## src/rtl/piece_bag_pkg.sv

```systemverilog
package piece_bag_pkg;
   // operation chosen by the top for the current cycle
   typedef enum logic [1:0] {
      OP_IDLE    = 2'd0,
      OP_ADVANCE = 2'd1,
      OP_STASH   = 2'd2,
      OP_SWAP    = 2'd3
   } bag_op_e;
endpackage

```

## src/rtl/kth_free_select.sv

```systemverilog
module kth_free_select #(
   parameter int N  = 7,
   parameter int KW = 8,
   localparam int IW = (N > 1) ? $clog2(N) : 1
) (
   input  logic [N-1:0]  taken_i,
   input  logic [KW-1:0] rank_i,
   output logic [N-1:0]  pick_o,
   output logic [IW-1:0] idx_o,
   output logic          found_o
);
   // number of free entries strictly below position i
   logic [KW:0] below [0:N];

   assign below[0] = '0;

   for (genvar i = 0; i < N; i++) begin : g_pos
      assign below[i+1] = below[i] + {{KW{1'b0}}, ~taken_i[i]};
      assign pick_o[i]  = ~taken_i[i] & (below[i] == {1'b0, rank_i});
   end

   always_comb begin
      idx_o = '0;
      for (int i = 0; i < N; i++) begin
         if (pick_o[i]) idx_o = IW'(i);
      end
   end

   assign found_o = |pick_o;
endmodule

```

## src/rtl/bag_tracker.sv

```systemverilog
module bag_tracker #(
   parameter int N      = 7,
   parameter int RAND_W = 8,
   parameter int CODE_W = 4,
   localparam int CNT_W = $clog2(N + 1),
   localparam int IW    = (N > 1) ? $clog2(N) : 1
) (
   input  logic              clk_i,
   input  logic              rst_ni,
   input  logic [RAND_W-1:0] rnd_i,
   input  logic              draw_i,
   output logic [CODE_W-1:0] code_o
);
   logic [N-1:0]      dealt_q;
   logic [CNT_W-1:0]  count_q;
   logic [CNT_W-1:0]  left;
   logic [RAND_W-1:0] rank;
   logic [N-1:0]      pick;
   logic [IW-1:0]     idx;
   logic              found;
   logic              last;

   assign left = CNT_W'(N) - count_q;
   assign rank = rnd_i % RAND_W'(left);
   assign last = (count_q == CNT_W'(N - 1));

   kth_free_select #(.N(N), .KW(RAND_W)) u_pick (
      .taken_i (dealt_q),
      .rank_i  (rank),
      .pick_o  (pick),
      .idx_o   (idx),
      .found_o (found)
   );

   assign code_o = CODE_W'(idx) + CODE_W'(1);

   always_ff @(posedge clk_i or negedge rst_ni) begin
      if (!rst_ni) begin
         dealt_q <= '0;
         count_q <= '0;
      end else if (draw_i) begin
         if (last) begin
            dealt_q <= '0;
            count_q <= '0;
         end else begin
            dealt_q <= dealt_q | pick;
            count_q <= count_q + CNT_W'(1);
         end
      end
   end

   assert_pick_fresh_R1: assert property (@(posedge clk_i) disable iff (!rst_ni)
      draw_i |-> (found && ((pick & dealt_q) == '0)));
   assert_single_pick_R2: assert property (@(posedge clk_i) disable iff (!rst_ni)
      draw_i |-> $onehot(pick));
   assert_tally_R3: assert property (@(posedge clk_i) disable iff (!rst_ni)
      ($countones(dealt_q) == int'(count_q)) && (int'(count_q) < N));
   assert_bag_wrap_R3: assert property (@(posedge clk_i) disable iff (!rst_ni)
      (draw_i && last) |=> (dealt_q == '0 && count_q == '0));
endmodule

```

## src/rtl/preview_queue.sv

```systemverilog
module preview_queue #(
   parameter int DEPTH  = 4,
   parameter int CODE_W = 4,
   localparam int QW    = DEPTH * CODE_W
) (
   input  logic              clk_i,
   input  logic              rst_ni,
   input  logic              shift_i,
   input  logic [CODE_W-1:0] fill_i,
   output logic [CODE_W-1:0] head_o,
   output logic [QW-1:0]     flat_o
);
   logic [QW-1:0] slots_q;

   if (DEPTH == 1) begin : g_single
      always_ff @(posedge clk_i or negedge rst_ni) begin
         if (!rst_ni)      slots_q <= '0;
         else if (shift_i) slots_q <= fill_i;
      end
   end else begin : g_chain
      always_ff @(posedge clk_i or negedge rst_ni) begin
         if (!rst_ni)      slots_q <= '0;
         else if (shift_i) slots_q <= {fill_i, slots_q[QW-1:CODE_W]};
      end
   end

   assign head_o = slots_q[CODE_W-1:0];
   assign flat_o = slots_q;

   assert_tail_load_R5: assert property (@(posedge clk_i) disable iff (!rst_ni)
      shift_i |=> (slots_q[QW-1 -: CODE_W] == $past(fill_i)));
   assert_hold_still_R10: assert property (@(posedge clk_i) disable iff (!rst_ni)
      !shift_i |=> $stable(slots_q));
endmodule

```

## src/rtl/piece_bag_gen.sv

```systemverilog
module piece_bag_gen
   import piece_bag_pkg::*;
#(
   parameter int NUM_TYPES     = 7,
   parameter int PREVIEW_DEPTH = 4,
   parameter int CODE_W        = 4,
   parameter int RAND_W        = 8
) (
   input  logic                            clk_i,
   input  logic                            rst_ni,
   input  logic [RAND_W-1:0]               rnd_i,
   input  logic                            next_i,
   input  logic                            hold_i,
   output logic                            primed_o,
   output logic [CODE_W-1:0]               active_o,
   output logic [CODE_W-1:0]               held_o,
   output logic [PREVIEW_DEPTH*CODE_W-1:0] preview_o
);
   localparam int FILL_N = PREVIEW_DEPTH + 1;
   localparam int FILL_W = $clog2(FILL_N + 1);

   initial begin
      assert (NUM_TYPES >= 2) else $error("NUM_TYPES must be at least 2");
      assert (PREVIEW_DEPTH >= 1) else $error("PREVIEW_DEPTH must be at least 1");
      assert (CODE_W >= $clog2(NUM_TYPES + 1)) else $error("CODE_W too narrow");
      assert (RAND_W >= $clog2(NUM_TYPES + 1)) else $error("RAND_W too narrow");
   end

   logic [FILL_W-1:0] fill_q;
   logic [CODE_W-1:0] active_q;
   logic [CODE_W-1:0] held_q;
   logic              hold_used_q;
   logic              primed;
   logic              advance;
   logic [CODE_W-1:0] fresh;
   logic [CODE_W-1:0] head;
   bag_op_e           op;

   assign primed = (fill_q == FILL_W'(FILL_N));

   always_comb begin
      if (!primed)                    op = OP_ADVANCE;
      else if (next_i)                op = OP_ADVANCE;
      else if (hold_i && !hold_used_q) op = (held_q == '0) ? OP_STASH : OP_SWAP;
      else                            op = OP_IDLE;
   end

   assign advance = (op == OP_ADVANCE) || (op == OP_STASH);

   bag_tracker #(.N(NUM_TYPES), .RAND_W(RAND_W), .CODE_W(CODE_W)) u_bag (
      .clk_i  (clk_i),
      .rst_ni (rst_ni),
      .rnd_i  (rnd_i),
      .draw_i (advance),
      .code_o (fresh)
   );

   preview_queue #(.DEPTH(PREVIEW_DEPTH), .CODE_W(CODE_W)) u_queue (
      .clk_i   (clk_i),
      .rst_ni  (rst_ni),
      .shift_i (advance),
      .fill_i  (fresh),
      .head_o  (head),
      .flat_o  (preview_o)
   );

   always_ff @(posedge clk_i or negedge rst_ni) begin
      if (!rst_ni) begin
         fill_q      <= '0;
         active_q    <= '0;
         held_q      <= '0;
         hold_used_q <= 1'b0;
      end else begin
         case (op)
            OP_ADVANCE: begin
               active_q    <= head;
               hold_used_q <= 1'b0;
               if (!primed) fill_q <= fill_q + FILL_W'(1);
            end
            OP_STASH: begin
               held_q      <= active_q;
               active_q    <= head;
               hold_used_q <= 1'b1;
            end
            OP_SWAP: begin
               held_q      <= active_q;
               active_q    <= held_q;
               hold_used_q <= 1'b1;
            end
            default: ;
         endcase
      end
   end

   assign primed_o = primed;
   assign active_o = active_q;
   assign held_o   = held_q;

   assert_promote_R5: assert property (@(posedge clk_i) disable iff (!rst_ni)
      (primed && next_i) |=> (active_o == $past(preview_o[CODE_W-1:0])));
   assert_swap_R7: assert property (@(posedge clk_i) disable iff (!rst_ni)
      (primed && !next_i && hold_i && !hold_used_q && held_q != '0)
      |=> (held_o == $past(active_o) && active_o == $past(held_o)));
   assert_held_sticky_R7: assert property (@(posedge clk_i) disable iff (!rst_ni)
      (held_o != '0) |=> (held_o != '0));
   assert_hold_locked_R8: assert property (@(posedge clk_i) disable iff (!rst_ni)
      (primed && !next_i && hold_used_q) |=> ($stable(held_o) && $stable(active_o)));
   assert_primed_sticky_R4: assert property (@(posedge clk_i) disable iff (!rst_ni)
      primed_o |=> primed_o);
   assert_types_valid_R1: assert property (@(posedge clk_i) disable iff (!rst_ni)
      primed_o |-> (active_o != '0 && int'(active_o) <= NUM_TYPES));
endmodule

```

## config.mk

```make
export PLATFORM = sky130hd
export DESIGN_NAME = piece_bag_gen
export DESIGN_NICKNAME = d
export VERILOG_FILES = /design/src/rtl/piece_bag_pkg.sv /design/src/rtl/kth_free_select.sv /design/src/rtl/bag_tracker.sv /design/src/rtl/preview_queue.sv /design/src/rtl/piece_bag_gen.sv
export SDC_FILE = /design/constraint.sdc
export NUM_CORES = 1
export LEC_CHECK = 0
export ABC_AREA = 1
export BUFFER_PORTS_ARGS = -buffer_cell sky130_fd_sc_hd__buf_2
export CORE_MARGIN = 5
export CORE_UTILIZATION = 65
export DETAILED_ROUTE_END_ITERATION = 10
export PLACE_DENSITY = 0.86
export SYNTH_ARGS = -nofsm -noshare
export SYNTH_HDL_FRONTEND = slang
export SYNTH_HIERARCHICAL = 1
export SYNTH_SLANG_ARGS = --single-unit
```

## constraint.sdc

```tcl
create_clock -name clk_i -period 14.4 [get_ports clk_i]
set_input_delay 0.72 -clock clk_i [delete_from_list [all_inputs] [get_ports clk_i]]
set_output_delay 0.72 -clock clk_i [all_outputs]
set_load 0.03 [all_outputs]
```

# After elaboration in Yosys (flattened, before gate mapping)
# Cells that the tools add are included.
# totals
ff_bits,38
latchBits,0
ramBits,0
romBits,0
word_cells,68
memories,0
# op_classes
add_sub_neg,9
n_mul,0
div,1
order_cmp,0
eq_ne,11
shifts,0
n_mux,14
bitwise_logic,16
n_reduce_logical,10
# op_table
operator,count
$mux W3,6
$logic_not A9 Y1,1
$eq A1 B8 Y1,1
$eq A2 B8 Y1,1
$eq A3 B8 Y1,1
$eq A4 B8 Y1,1
$eq A5 B8 Y1,1
$eq A6 B8 Y1,1
$mod A8 B3 Y8,1
$not A1 Y1,8
$pmux W4 S2,1
$and A1 B1 Y1,7
$mux W7,1
$or A7 B7 Y7,1
$add A3 B1 Y3 const B,2
$add A5 B1 Y6,1
$eq A3 B3 Y1 const B,2
$mux W2,3
$add A4 B1 Y5,1
$add A3 B1 Y4,1
$add A3 B1 Y4 const B,1
$eq A2 B2 Y1 const B,2
$logic_not A4 Y1,1
$reduce_bool A2 Y1,2
11 further kinds,13

# Logic depth before layout (Yosys ltp)
# Gate-level depths: netlist of run 1.
# depth
ltp_word,11
mapped_depth,81
depth_no_buf,81

# Modules after synthesis
# The synthesis of run 1 kept the hierarchy.
# modules_own_cells
module,n_inst,cells_each,area_per_inst_um2,seq_area_each_um2
bag_tracker,1,345,2123.3,250.2
kth_free_select,1,163,844.6,0.0
preview_queue,1,72,714.4,400.4
piece_bag_gen,1,82,678.2,300.3

# Least setup slack after synthesis of run 1
# No wires, ideal clock.
# synth_path
path_type,input port to flip-flop
startpoint,input port rnd_i[7]
endpoint,register u_queue.slots_q[14] (netlist: u_queue/flat_o[14])
arrival_ps,9371
slack_ps,4912
cell_stages,73
n_path_buf,0
cell_sequence,ha_1 > nand3_1 > nand2_1 > inv_1 > ha_1 > nand2_1 > nand2_1 > nand2_1 > nand3_1 > nand2_1 > inv_1 > ha_1 > nand2_1 > nand3_2 > nand2_1 > nand2_1 > nand2_1 > nand2_1 > [... 37 more ...] > nor2_1 > nand4_1 > nand2_1 > nor2_1 > inv_1 > nand2_1 > nor2_1 > nand2_1 > nor2_2 > nand3_2 > nor2_4 > nor2_2 > nand2_1 > nand2_1 > ha_1 > xor2_1 > nand2_1 > nand2_2
# synth_between
elab_cells_between_ends,20
cone_classes,1 x add/sub; 1 x div; 6 x eq/ne; 6 x mux; 6 x bitwise
# synth_lines
item,line,text
start: declaration,piece_bag_gen.sv:11,"input logic [RAND_W-1:0] rnd_i,"
$mod A8 B3 Y8,bag_tracker.sv:24,assign rank = rnd_i % RAND_W'(left);
named net u_bag.rank[7],bag_tracker.sv:17,logic [RAND_W-1:0] rank;
$eq A5 B8 Y1,kth_free_select.sv:19,"assign pick_o[i] = ~taken_i[i] & (below[i] == {1'b0, rank_i});"
$and A1 B1 Y1,kth_free_select.sv:19,
named net u_bag.pick[5],bag_tracker.sv:18,logic [N-1:0] pick;
$mux W3 (2 in a row),kth_free_select.sv:25,if (pick_o[i]) idx_o = IW'(i);
named net u_bag.idx[1],bag_tracker.sv:19,logic [IW-1:0] idx;
$add A3 B1 Y4,bag_tracker.sv:35,assign code_o = CODE_W'(idx) + CODE_W'(1);
named net fresh[2],piece_bag_gen.sv:35,logic [CODE_W-1:0] fresh;
end signal: assignment,preview_queue.sv:23,"else if (shift_i) slots_q <= {fill_i, slots_q[QW-1:CODE_W]};"
end: declaration,preview_queue.sv:13,logic [QW-1:0] slots_q;
# The timed path passes the listed nets, and every way through them passes these cells.
# A chain may end at the register's enable or synchronous reset.

# Final worst setup path of run 1
# layout_path
startpoint,register u_bag.count_q[0]
endpoint,register u_queue.slots_q[14] (netlist: u_queue/flat_o[14])
# layout_between
elab_cells_between_ends,21
cone_classes,2 x add/sub; 1 x div; 6 x eq/ne; 6 x mux; 6 x bitwise
# layout_lines
item,line,text
start: declaration,bag_tracker.sv:15,logic [CNT_W-1:0] count_q;
start signal: assignment,bag_tracker.sv:47,count_q <= count_q + CNT_W'(1);
$sub A3 B3 Y3,bag_tracker.sv:23,assign left = CNT_W'(N) - count_q;
$mod A8 B3 Y8,bag_tracker.sv:24,
named net u_bag.rank[5],bag_tracker.sv:17,
$eq A5 B8 Y1,kth_free_select.sv:19,
$and A1 B1 Y1,kth_free_select.sv:19,
named net u_bag.pick[5],bag_tracker.sv:18,
$mux W3 (2 in a row),kth_free_select.sv:25,
named net u_bag.idx[0],bag_tracker.sv:19,
$add A3 B1 Y4,bag_tracker.sv:35,
named net fresh[2],piece_bag_gen.sv:35,
# The timed path passes the listed nets, and every way through them passes these cells.

==> impl_metrics.json, run 1 <==
{
  "status": "finished clean",
  "ioPinCount": 37,
  "clk_pin_slew_ps": 70,
  "synth_fp_nets": 711,
  "grt_max_degree": 39,
  "period_share_pct": 75.10,
  "die-area_um2": 8418,
  "root_buffer": "clkbuf_8",
  "avgSynthCellArea_um2": 6.602,
  "syn2layout_area_growth_pct": 5.933,
  "cp.arrival_ps": 11040,
  "h-tree-depth": 2,
  "drt_wl_total_mm": 8.918,
  "die_h_um": 91.75,
  "ys_warn_count": 6,
  "worstSetupPathType": "flip-flop to flip-flop",
  "drt_iter0_markers": 197,
  "maxSlewHeadroom_pct": 33.05,
  "num_vias": 4017,
  "die_x_um": 91.75,
  "period_minus_slack_ps": 10810,
  "dpl.hpwl_mm": 7.251,
  "antenna_found_initial": 0,
  "rsz0062_at_grt": "no",
  "grt_pass1_wl_mm": 15.71,
  "clock_sinks": 38,
  "holdPathStages": 2,
  "clk_path_buf_depth": 2,
  "ctsResizeCount": 0,
  "antenna_cells": 0,
  "clock_latency_ps": 290,
  "layout-drive-gt1-share_pct": 19.48,
  "slew_viol_final": 0,
  "drc_errors": 0,
  "worstSetupStartpointType": "flip-flop",
  "crit_path_frequent_cell": "nand2_1",
  "cts-hold-fix-buffers": 0,
  "fin_setup_tns_ps": 0,
  "slowest_delay_ps": 550,
  "start_util_pct": 67.64,
  "syn_area_um2": 4344,
  "rows": 29,
  "finalNetCount": 740,
  "fin_skew_ps": 5.191,
  "post_drt_wl_per_cell_um": 11.66,
  "setup_violations": 0,
  "cts_tree": "yes",
  "place.gp.congestion": 0.8838,
  "ant_nets": 0,
  "hp-class": "flip-flop to flip-flop",
  "gr-usage-all-layers_pct": 21.71,
  "final_util_pct": 71.65,
  "netlist_instances": 658,
  "crit_fanout": 12,
  "design_area_um2": 4602,
  "place_area_um2": 4507,
  "post_cts_buffers": 0,
  "worst_slew_pin_slew_ps": 1004,
  "multi_input_area_um2": 2859,
  "cts_buffers": 5,
  "cp.required_ps": 14630,
  "drt_first_pass_iters": 5,
  "crit_slowest_cell": "dfrtp_1",
  "rr_worst_depth": 76,
  "fill_cells": 538,
  "grt_pass1_vias": 3732,
  "hold_viol_final": 0,
  "cp-end-kind": "flip-flop",
  "timing.max_cap.violations": 0,
  "regArea_um2": 950.9,
  "core-area_um2": 6422,
  "routed_via_density": 5.251,
  "port-buffer-count": 36,
  "grt.overflow.total": 0,
  "max_freq_ghz": 0.09247
}
## area by class of cell
type / count / area share, %
flip-flops and latches: 38 / 20.66
multi-input cells: 496 / 62.13
clock inverters: 2 / 0.2719
inverters: 110 / 9.135
repair buffers: 36 / 3.915
well taps: 77 / 2.094
clock buffers: 6 / 1.794
## final timing paths
check / start / to / slack (ps)
setup / recovery: u_bag/count_q[0]$_DFFE_PN0P_ / u_queue/flat_o[14]$_DFFE_PN0P_ / 3590
hold / removal: u_queue/flat_o[15]$_DFFE_PN0P_ / u_queue/flat_o[15]$_DFFE_PN0P_ / 500
setup reg to reg: u_bag/count_q[0]$_DFFE_PN0P_ / u_queue/flat_o[14]$_DFFE_PN0P_ / 3590
hold reg to reg: u_queue/flat_o[15]$_DFFE_PN0P_ / u_queue/flat_o[15]$_DFFE_PN0P_ / 500
max in group asynchronous: rst_ni / held_o[1]$_DFFE_PN0P_ / 13370
min in group asynchronous: rst_ni / fill_q[2]$_DFFE_PN0P_ / 520
## sequential cells by signal, summed over array words and instances (netlist names)
name / flops
u_bag/dealt_q: 7
u_queue/flat_o: 16
active_o: 4
hold_used_q: 1
u_bag/count_q: 3
held_o: 4
fill_q: 3
## layout by cell type, fill, tap and decap left out, drive strengths merged
cell type / n
a211oi: 1
a21oi: 24
buf: 36
clkbuf: 6
clkinv: 1
clkinvlp: 1
dfrtp: 38
fa: 3
ha: 38
inv: 110
nand2: 236
nand3: 53
nand3b: 4
nand4: 14
nor2: 76
nor3: 5
nor3b: 1
nor4: 1
o2111ai: 1
o21a: 1
o21ai: 16
o21bai: 4
or2: 4
xnor2: 7
xor2: 7
## metrics by stage
stage / hold WS (ps) / std cells / setup slack, ps
floorplan: 424.4 / 658 / 4922
global placement: 476.0 / 757 / 3864
detailed placement: 488.2 / 757 / 3482
CTS: 506.3 / 765 / 3649
global route: 532.2 / 765 / 2483
finish: 499.1 / 765 / 3585
## worst max-delay path, delay by kind of cell (launching register included)
family	cells	cell delay, ps
AO/OA/AOI/OAI	12	2460
AND/OR/NAND/NOR	41	4030
flip-flops	1	550
buffers and inverters	13	930
XOR/XNOR	1	140
adder cells (fa/ha/maj)	9	2630
## metal layers
| layer | share of wire, % | wire, µm | global-route usage, % | vias up |
|---|---|---|---|---|
| met3 | 3.1 | 276 | 2.128 | 8 |
| met4 | 1.0 | 93 | 6.188 | 0 |
| met5 | 0 | 0 | 0 | - |
| met2 | 49 | 4326 | 38.10 | 63 |
| li1 | - | - | - | 2106 |
| met1 | 47 | 4222 | 28.43 | 1840 |
Power of run 1 is left out: the tool's default activity adds up to more than one toggle a clock period on the data nets, which glitch-free logic cannot reach.
==> run 2: changes to the inputs <==
--- a/config.mk
+++ b/config.mk
@@ -8,9 +8,9 @@
 export ABC_AREA = 1
 export BUFFER_PORTS_ARGS = -buffer_cell sky130_fd_sc_hd__buf_2
 export CORE_MARGIN = 5
-export CORE_UTILIZATION = 65
+export CORE_UTILIZATION = 56
 export DETAILED_ROUTE_END_ITERATION = 10
-export PLACE_DENSITY = 0.86
+export PLACE_DENSITY = 0.78
 export SYNTH_ARGS = -nofsm -noshare
 export SYNTH_HDL_FRONTEND = slang
 export SYNTH_HIERARCHICAL = 1
==> constraint.sdc (replaced) <==
create_clock -name clk_i -period 9.25 [get_ports clk_i]
set_input_delay 0.4625 -clock clk_i [delete_from_list [all_inputs] [get_ports clk_i]]
set_output_delay 0.4625 -clock clk_i [all_outputs]
set_load 0.03 [all_outputs]
==> run 2 against run 1 <==
Against the previous run:
- the run now ends with negative setup slack left
- sequential share of layout area is 4.5 points lower
- via count rose by 18%
- utilization is 5.1 points higher
- first-iteration DRC count increased by 43%
- maximum frequency increased by 15%
==> impl_metrics.json, run 2 (synthesis gave the netlist of run 1 again) <==
{
  "hold_viol_final": 0,
  "regToRegSetupSlack_ps": -130,
  "die_x_um": 98.08,
  "antenna_found_initial": 0,
  "place.gp.congestion": 0.8870,
  "drc_errors": 0,
  "clock_sinks": 38,
  "die-area_um2": 9619,
  "antenna_cells": 0,
  "drt_wl_total_mm": 12.80,
  "timing.max_cap.violations": 0,
  "layout_setup_ws_ps": -130.3,
  "layout-drive-gt1-share_pct": 39.18,
  "period_share_pct": 101.4,
  "crit_slowest_cell": "dfrtp_1",
  "core-area_um2": 7647,
  "die_h_um": 98.08,
  "grt.overflow.total": 0,
  "layout_common_cells": "nand2_1 (170), buf_4 (91), inv_1 (88), nand2_2 (58), nor2_1 (52)",
  "crit_path_start": "u_bag/count_q[0]$_DFFE_PN0P_",
  "cp.arrival_ps": 9560,
  "slew_viol_final": 0,
  "dpl.hpwl_mm": 7.941,
  "syn2layout_area_growth_pct": 35.14,
  "max_freq_ghz": 0.1066,
  "ioPinCount": 37,
  "rr_worst_depth": 75,
  "grt_pass1_vias": 4312,
  "grt_pass1_wl_mm": 17.74,
  "status": "finished, violations left",
  "h-tree-depth": 2,
  "rows": 32,
  "crit_fanout": 5,
  "fin_skew_ps": 3.668,
  "gr-usage-all-layers_pct": 21.28,
  "largest_reg_flops": 16,
  "port-buffer-count": 36,
  "crit_path_frequent_cell": "nand2_1",
  "start_util_pct": 56.81,
  "grt_max_degree": 39,
  "post_drt_wl_per_cell_um": 14.49,
  "violations": "negative setup slack",
  "rsz0062_at_grt": "yes",
  "clk_pin_slew_ps": 80,
  "timing.rr.start": "u_bag/count_q[0]$_DFFE_PN0P_",
  "cp-end-kind": "flip-flop",
  "cts-hold-fix-buffers": 0,
  "routed_via_density": 5.362,
  "period_minus_slack_ps": 9380,
  "clk_path_buf_depth": 2,
  "cts_tree": "yes",
  "root_buffer": "clkbuf_8",
  "clock_latency_ps": 280,
  "num_vias": 4735,
  "worstSetupPathType": "flip-flop to flip-flop",
  "cp.required_ps": 9430,
  "hp-class": "input pin to asynchronous set/reset pin",
  "cts_buffers": 5,
  "worstSetupStartpointType": "flip-flop",
  "drt_iter0_markers": 282,
  "slowest_delay_ps": 410,
  "setup_violations": 3,
  "drt_first_pass_iters": 5,
  "finalNetCount": 833,
  "maxSlewHeadroom_pct": 30.52,
  "hold_slack_ps": 268.4,
  "final_common_cell": "nand2_1",
  "ant_nets": 0,
  "worstReg2RegEnd": "u_queue/flat_o[14]$_DFFE_PN0P_",
  "worst_slew_pin_slew_ps": 1042
}
## run 2: changes by cell type in the layout (fill, tap and decap cells not counted), sizes merged
cell / delta
buf: +93
bufinv: +2
clkbuf: -1
clkinvlp: -1
## run 2: per-layer routing
| layer | up-vias | wire, µm | track usage (%) |
|---|---|---|---|
| met5 | - | 0 | 0 |
| met4 | 0 | 451 | 5.964 |
| met3 | 53 | 657 | 1.929 |
| met2 | 182 | 6496 | 40.05 |
| met1 | 2209 | 5190 | 25.60 |
| li1 | 2291 | - | - |
## run 2: final cells by class
cell class | count | area, µm²
clock buffer | 5 | 68.82
clock inverter | 3 | 68.82
fill | 509 | 1777
inverter | 110 | 432.9
multi-input combinational | 496 | 3336
sequential | 38 | 950.9
tap | 102 | 127.6
timing repair buffer | 129 | 885.9
## run 2: how the worst max path moves through the flow
stage	endpoint	slack (ps)	cells past startpoint
4_1_cts	u_queue/flat_o[14]$_DFFE_PN0P_	70	71
3_5_place_dp	u_queue/flat_o[14]$_DFFE_PN0P_	-650	71
2_1_floorplan	u_queue/flat_o[14]$_DFFE_PN0P_	50	70
3_3_place_gp	u_queue/flat_o[14]$_DFFE_PN0P_	-260	71
6_report	u_queue/flat_o[14]$_DFFE_PN0P_	-130	75
5_1_grt	u_queue/flat_o[14]$_DFFE_PN0P_	-620	78
## run 2: metrics by stage
| step | worst slack (ps) | util [%] | cells | instance area [µm²] | TNS (ps) |
|---|---|---|---|---|---|
| 3_3_place_gp | -264.4 | 65.54 | 844 | 5012 | -651.5 |
| 5_1_grt | -624.1 | 76.77 | 883 | 5871 | -3756 |
| 2_1_floorplan | 46.34 | - | 658 | 4353 | 0 |
| 6_report | -130.3 | 76.77 | 883 | 5871 | -222.4 |
| 4_1_cts | 69.15 | 69.24 | 859 | 5295 | 0 |
| 3_5_place_dp | -652.8 | 65.54 | 844 | 5012 | -3396 |
## run 2: what timing repair did
item	in CTS	in global routing
setup endpoints to repair	8	11
resized for setup	21	87
buffers inserted	7	24
pin swaps	12	71
## run 2: critical path, delay by kind of cell (launching register included)
kind	cells	cell delay, ps
AND/OR/NAND/NOR	42	4020
adder cells (fa/ha/maj)	9	2270
AO/OA/AOI/OAI	9	1360
buffers and inverters	14	1060
flip-flops	1	410
XOR/XNOR	1	130
Power of run 2 is left out for the same reason.
